$ cat src/rtl/dcs_pkg.sv
package dcs_pkg;
  localparam int REG_W   = 8;
  localparam int NFLAG   = 4;
  // bit positions software decodes
  localparam int B_MODE  = 7;
  localparam int B_RXEN  = 6;
  localparam int B_SLV   = 5;
  localparam int B_FERR  = 4;
  localparam int B_PERR  = 3;
  localparam int B_RXRDY = 2;
  localparam int B_TXDN  = 1;
  localparam int B_BUSY  = 0;
  localparam int FLAG_LO = B_TXDN;
  localparam int CFG_W   = 3;
  // flag index k maps to bit FLAG_LO+k
  localparam logic [NFLAG-1:0] RD_CLR_MASK  = 4'b1100;
  localparam logic [NFLAG-1:0] BUF_CLR_MASK = 4'b0010;
  localparam int K_RX = B_RXRDY - FLAG_LO;

  typedef struct packed {
    logic uart_mode;
    logic rx_en;
    logic spi_slave;
  } cfg_t;
endpackage

$ cat src/rtl/dcs_cfg_bits.sv
module dcs_cfg_bits
  import dcs_pkg::*;
(
  input  logic             clk,
  input  logic             rst,
  input  logic             wr_en,
  input  logic [CFG_W-1:0] wbits,
  output cfg_t             cfg
);
  always_ff @(posedge clk) begin
    if (rst) cfg <= '0;
    else if (wr_en) cfg <= cfg_t'(wbits);
  end


  cfg_write_chk: assert property (@(posedge clk) disable iff (rst)
    wr_en |=> (cfg == cfg_t'($past(wbits))));

  cfg_hold_chk: assert property (@(posedge clk) disable iff (rst)
    !wr_en |=> $stable(cfg));
endmodule

$ cat src/rtl/dcs_flag.sv
module dcs_flag #(
  parameter bit CLR_ON_RD  = 1'b0,
  parameter bit CLR_ON_BUF = 1'b0
) (
  input  logic clk,
  input  logic rst,
  input  logic set_ev,
  input  logic wr_en,
  input  logic wr_bit,
  input  logic rd_stb,
  input  logic buf_rd,
  output logic q,
  output logic wr_drop
);
  logic clr;

  always_comb begin
    clr = wr_en & ~wr_bit;
    if (CLR_ON_RD)  clr = clr | rd_stb;
    if (CLR_ON_BUF) clr = clr | buf_rd;
  end

  assign wr_drop = wr_en & ~wr_bit & q & ~set_ev;

  always_ff @(posedge clk) begin
    if (rst)         q <= 1'b0;
    else if (set_ev) q <= 1'b1;
    else if (clr)    q <= 1'b0;
  end


  set_wins_chk: assert property (@(posedge clk) disable iff (rst)
    set_ev |=> q);

  wr_zero_chk: assert property (@(posedge clk) disable iff (rst)
    (wr_en && !wr_bit && !set_ev) |=> !q);

  idle_hold_chk: assert property (@(posedge clk) disable iff (rst)
    (!set_ev && !wr_en && !rd_stb && !buf_rd) |=> $stable(q));
endmodule

$ cat src/rtl/dcs_busy_sel.sv
module dcs_busy_sel (
  input  logic uart_mode,
  input  logic spi_slave,
  input  logic eng_busy,
  input  logic ss_lvl,
  output logic busy
);
  always_comb begin
    if (!uart_mode && spi_slave) busy = ss_lvl;
    else                         busy = eng_busy;
  end
endmodule

$ cat src/rtl/dcs_top.sv
module dcs_top
  import dcs_pkg::*;
(
  input  logic             clk,
  input  logic             rst,
  input  logic             reg_wr,
  input  logic             reg_rd,
  input  logic [REG_W-1:0] reg_wdata,
  output logic [REG_W-1:0] reg_rdata,
  input  logic             dbuf_rd,
  input  logic             ev_frame_err,
  input  logic             ev_parity_err,
  input  logic             ev_rx_byte,
  input  logic             ev_tx_done,
  input  logic             eng_busy,
  input  logic             spi_ss_lvl,
  output logic             cfg_uart_mode,
  output logic             cfg_rx_en,
  output logic             cfg_spi_slave,
  output logic             rx_discard
);
  cfg_t             cfg;
  logic [NFLAG-1:0] set_vec;
  logic [NFLAG-1:0] flag_q;
  logic [NFLAG-1:0] drop_vec;
  logic             busy;
  logic             rx_ok;
  logic             tx_ok;
  logic [REG_W-1:0] cur_val;

  dcs_cfg_bits u_cfg (
    .clk   (clk),
    .rst   (rst),
    .wr_en (reg_wr),
    .wbits (reg_wdata[B_MODE:B_SLV]),
    .cfg   (cfg)
  );

  // receive counts in UART or SPI slave, transmit in UART or SPI master
  assign rx_ok   = cfg.uart_mode | cfg.spi_slave;
  assign tx_ok   = cfg.uart_mode | ~cfg.spi_slave;
  assign set_vec = {ev_frame_err, ev_parity_err, ev_rx_byte & rx_ok, ev_tx_done & tx_ok};

  for (genvar k = 0; k < NFLAG; k++) begin : g_flag
    dcs_flag #(
      .CLR_ON_RD  (RD_CLR_MASK[k]),
      .CLR_ON_BUF (BUF_CLR_MASK[k])
    ) u_flag (
      .clk     (clk),
      .rst     (rst),
      .set_ev  (set_vec[k]),
      .wr_en   (reg_wr),
      .wr_bit  (reg_wdata[FLAG_LO+k]),
      .rd_stb  (reg_rd),
      .buf_rd  (dbuf_rd),
      .q       (flag_q[k]),
      .wr_drop (drop_vec[k])
    );
  end

  dcs_busy_sel u_busy (
    .uart_mode (cfg.uart_mode),
    .spi_slave (cfg.spi_slave),
    .eng_busy  (eng_busy),
    .ss_lvl    (spi_ss_lvl),
    .busy      (busy)
  );

  assign cur_val = {cfg, flag_q, busy};

  always_ff @(posedge clk) begin
    if (rst) begin
      reg_rdata  <= '0;
      rx_discard <= 1'b0;
    end else begin
      if (reg_rd) reg_rdata <= cur_val;
      rx_discard <= drop_vec[K_RX];
    end
  end

  assign cfg_uart_mode = cfg.uart_mode;
  assign cfg_rx_en     = cfg.rx_en;
  assign cfg_spi_slave = cfg.spi_slave;


  rdata_hold_chk: assert property (@(posedge clk) disable iff (rst)
    !reg_rd |=> $stable(reg_rdata));

  discard_clears_chk: assert property (@(posedge clk) disable iff (rst)
    rx_discard |-> !flag_q[K_RX]);

  discard_pulse_chk: assert property (@(posedge clk) disable iff (rst)
    rx_discard |=> !rx_discard);

  ss_mirror_chk: assert property (@(posedge clk) disable iff (rst)
    (reg_rd && !cfg.uart_mode && cfg.spi_slave) |=> (reg_rdata[B_BUSY] == $past(spi_ss_lvl)));

  err_rd_clr_chk: assert property (@(posedge clk) disable iff (rst)
    (reg_rd && !ev_frame_err) |=> !flag_q[B_FERR-FLAG_LO]);
endmodule

$ cat config.mk
export PLATFORM = sky130hd
export DESIGN_NAME = dcs_top
export DESIGN_NICKNAME = d
export VERILOG_FILES = /design/src/rtl/dcs_pkg.sv /design/src/rtl/dcs_cfg_bits.sv /design/src/rtl/dcs_flag.sv /design/src/rtl/dcs_busy_sel.sv /design/src/rtl/dcs_top.sv
export SDC_FILE = /design/constraint.sdc
export NUM_CORES = 1
export LEC_CHECK = 0
export BUFFER_PORTS_ARGS = -buffer_cell sky130_fd_sc_hd__clkbuf_2
export CAP_MARGIN = 20
export CORE_AREA = 4 4 42 44
export CTS_CLUSTER_SIZE = 12
export DETAILED_ROUTE_END_ITERATION = 8
export DIE_AREA = 0 0 46 48
export GPL_TIMING_DRIVEN = 0
export PLACE_DENSITY = 0.81
export SKIP_CTS_REPAIR_TIMING = 1
export SLEW_MARGIN = 20
export SYNTH_ARGS = -nofsm -noshare
export SYNTH_HDL_FRONTEND = slang
export SYNTH_SLANG_ARGS = --single-unit
$ cat constraint.sdc
create_clock -name clk -period 2.62 [get_ports clk]
set_input_delay 0.524 -clock clk [delete_from_list [all_inputs] [get_ports clk]]
set_output_delay 0.524 -clock clk [all_outputs]
set_load 0.05 [all_outputs]
Word level (Yosys, flattened, before mapping)
Cells that the tools add are included.

Bitwise operators: 19. Multiplexer cells: 9. Reductions and logical operators: 6.

Operator list (number): $mux W1 (9); $and A1 B1 Y1 (8); $reduce_bool A2 Y1 (4); $not A1 Y1 (6); $or A1 B1 Y1 (5); $logic_and A1 B1 Y1 (1); $logic_not A1 Y1 (1).

Bits in registers: 16. Input port bits: 19. Word-level logic and storage cells: 43. Output and inout port bits: 12.

Depth between registers and ports, before layout
Depth in word-level cells: 5. Gate-level depth with buffers: 4.

Hierarchy
From an unflattened synthesis, not the netlist that was laid out.

Cells, all modules: 66. Area total of the unflattened synthesis: 675.6 µm².

Modules (own cells, without submodules): dcs_top (area each 331.6 µm², seq. area each 180.2 µm², instances 1, cells an instance 31); dcs_flag (g_flag[1].u_flag ...) (area each 55.1 µm², seq. area each 20.0 µm², instances 3, cells an instance 6); dcs_cfg_bits (area each 101.3 µm², seq. area each 60.1 µm², instances 1, cells an instance 9); dcs_flag (g_flag[0].u_flag) (area each 56.3 µm², seq. area each 20.0 µm², instances 1, cells an instance 6); dcs_busy_sel (area each 21.3 µm², seq. area each 0.0 µm², instances 1, cells an instance 2).

Least setup slack after synthesis
No wires, ideal clock.

Path type: register to register. Start point: register u_cfg.cfg[2] (netlist name). End point: register reg_rdata[0]. Stages on the path, launching flop included: 4. Data arrival time: 1.162 ns. Clock period less this slack: 1.286 ns. Required time: 2.496 ns. Path slack: 1.334 ns. Library setup time: 0.124 ns. Path through: dfxtp_1 nand2b_2 mux2i_1 a211oi_2.

Word-level cells in the longest chain between the ends: 3.

RTL lines: $logic_not A1 Y1 (line dcs_busy_sel.sv:9) `if (!uart_mode && spi_slave) busy = ss_lvl;`; $logic_and A1 B1 Y1 (line dcs_busy_sel.sv:9); $mux W1 (line dcs_busy_sel.sv:9); to (signal assigned) (line dcs_top.sv:76) `if (reg_rd) reg_rdata <= cur_val;`; to (decl) (line dcs_top.sv:9) `output logic [REG_W-1:0] reg_rdata,`.

Every way passes these cells. A chain may end at the register's enable or synchronous reset.

Worst setup path in the final report
Start point: register u_cfg.cfg[0] (netlist name). End point: output port cfg_spi_slave.

RTL lines: to (decl) (line dcs_top.sv:19) `output logic cfg_spi_slave,`.

No word-level cell between the ends.

==> metrics.txt <==
drt first pass iters=4; Hold EP=g_flag[3].u_flag.q; highest-delay cell along the critical path=dfxtp_1; VDD IR-drop max=0.344 mV; Bufs and invs on worst path=1; 1st-iter DRT viols=5; grt peak-use layer=met2; Initial Utilization=0.429; Final ANT Viol Nets=0; clk buf depth=2; port bufs=27; total negative slack=0 ns; Hold WC Path Type=in -> reg; Clk Latency, worst-skew pair=0.29 ns; pin count of the biggest net entering global routing=11; CP Cell Sequence=clkbuf_2; Adder-Cell Fraction of Synth Area=0; Avg Vias per Cell=4.81; area grow syn2layout=28.9%; status=finished clean; Netlist cell types=18; Total Die Area=2210 um^2; clock buffers created by TritonCTS=3; number of H-tree levels=1; n_diodes=0; r2r setup slk=1.64 ns; Die Ht=48 um; worst hold start=ev_frame_err; max-cap violation count=0; met2 global-route usage=0.209; slew of the pin with the lowest slew margin=0.281 ns; FF+latch count, synth=16; Cells after Synth=60; syn avg cell area=10.3 um^2; # fillers=145; CTS tree=yes; Net Count, Synth=79; post-synthesis sequential area ratio=0.520; reg2reg end=reg_rdata[0]; Final setup viols=0; CP Class=reg -> out; most common cell after layout, fill and taps aside=clkbuf_2; RSZ-0062 raised after global routing=no; all-layer global routing usage=0.136; crit-path leading delay family=flip-flops; GR Overflow Total=0; start of the worst register-to-register path=u_cfg.cfg[2]; Max Transition Viols Final=0; Rows=14; CTS root buf=clkbuf_4; Leakage=0.416 nW; Worst Path Required=2.10 ns; mux cell area share after synthesis=0.179; Post-Synth XOR/XNOR Area=0; DP Cell Count=103; WL final=1.28 mm; Worst Skew=0.00691 ns; Layout Cells excl Fill=106; final core occ=0.552; Compound-Gate Fraction of Synth Area=0.0996; period utilisation layout=0.587; core area=1440 um^2; first-pass GRT wire length=1.94 mm; RD Place Congestion=0.698; pwr dens=598 nW/um^2; min cycle time layout=1.54 ns; layout cell share with drive strength beyond 1=0.422; Crit path largest cell delay=0.42 ns; Clk pin slew, worst setup/hold paths=0.09 ns; largest family of logic cells by synthesized area=multiplexers; number of nets in the layout=111; total clock sinks=16; wire length per cell=12.1 um; CP Launch Type=register; YS warnings=0; GR Util met3=0.0414; Fin. Hold Viols=0; WHS Path Cells=3; FF-to-FF path depth=3; post-route cell area=793 um^2; most frequent cells in the layout=27 x clkbuf_2, 16 x dfxtp_1, 12 x nor2_1; f_max=650 MHz; CP Capture Type=output port; vias in the first global route=456; dpl hpwl=984 um; crit-path max FO=5; Synth Area in Simple Gates=0.132; I/O pin count=31; met1 Resource Use GR=0.146; initial antenna violation count=0; Slew headroom=0.814; Die Span X=46 um; via count=510; Syn Std Cell Area=616 um^2; WP data arrival=1.01 ns; placed cell areas=771 um^2; # DRC=0
where the power goes:
group	internal (mW)	switching (mW)	leakage, nW
logic	0.0315	0.0539	0.271
registers	0.255	0.00744	0.131
clock network	0.0534	0.0731	0.0138
total	0.340	0.134	0.416
state kept, by name (all words and copies together), names as in the netlist:
register and flops:
rx_discard 1, reg_rdata 8, g_flag.u_flag.q 4, u_cfg.cfg 3
layout make-up:
| class | instances | area (um^2) | share of cell area |
|---|---|---|---|
| plain buffers | 3 | 23.8 | 0.0300 |
| clock buffers | 3 | 22.5 | 0.0284 |
| inverters | 5 | 18.8 | 0.0237 |
| multi-input cells | 36 | 253 | 0.319 |
| flip-flops and latches | 16 | 320 | 0.404 |
| well taps | 16 | 20.0 | 0.0252 |
| repair buffers | 27 | 135 | 0.170 |
cell families after synthesis:
family	Yosys count
multiplexers	11
AO/OA/AOI/OAI	9
AND/OR/NAND/NOR	16
buffers and inverters	8
flip-flops	16
worst max path at each step:
stage,slack (ns),start,to,cells past startpoint
floorplan,1.33,u_cfg.cfg[2],reg_rdata[0],3
global placement,1.40,u_cfg.cfg[0],cfg_spi_slave,1
detailed placement,1.40,u_cfg.cfg[0],cfg_spi_slave,1
CTS,1.07,u_cfg.cfg[0],cfg_spi_slave,1
global route,1.03,u_cfg.cfg[0],cfg_spi_slave,1
finish,1.08,u_cfg.cfg[0],cfg_spi_slave,1
synth_stat cells, drive strengths merged:
cell,instances,area [um^2]
dfxtp,16,320
nor2,12,45.0
mux2i,11,110
inv,5,18.8
a21oi,3,15.0
buf,3,23.8
o211ai,2,15.0
o21ai,2,10.0
a211oi,1,12.5
and4b,1,10.0
nand2,1,3.75
nand2b,1,8.76
nor2b,1,13.8
o31a,1,8.76
per-stage QoR:
stage	hold WS [ns]	total power, mW	setup WS (ns)
2_1_floorplan	0.452	0.328	1.33
3_3_place_gp	0.470	0.353	1.40
3_5_place_dp	0.486	0.355	1.40
4_1_cts	0.446	0.481	1.07
5_1_grt	0.454	0.500	1.03
6_report	0.456	0.475	1.08
metal layers:
metal	wire (um)	vias to the layer above
met3	121	4
met1	535	224
met5	0	-
met4	43	0
li1	-	262
met2	580	20
No activity file was read; power rests on OpenSTA's default activity.
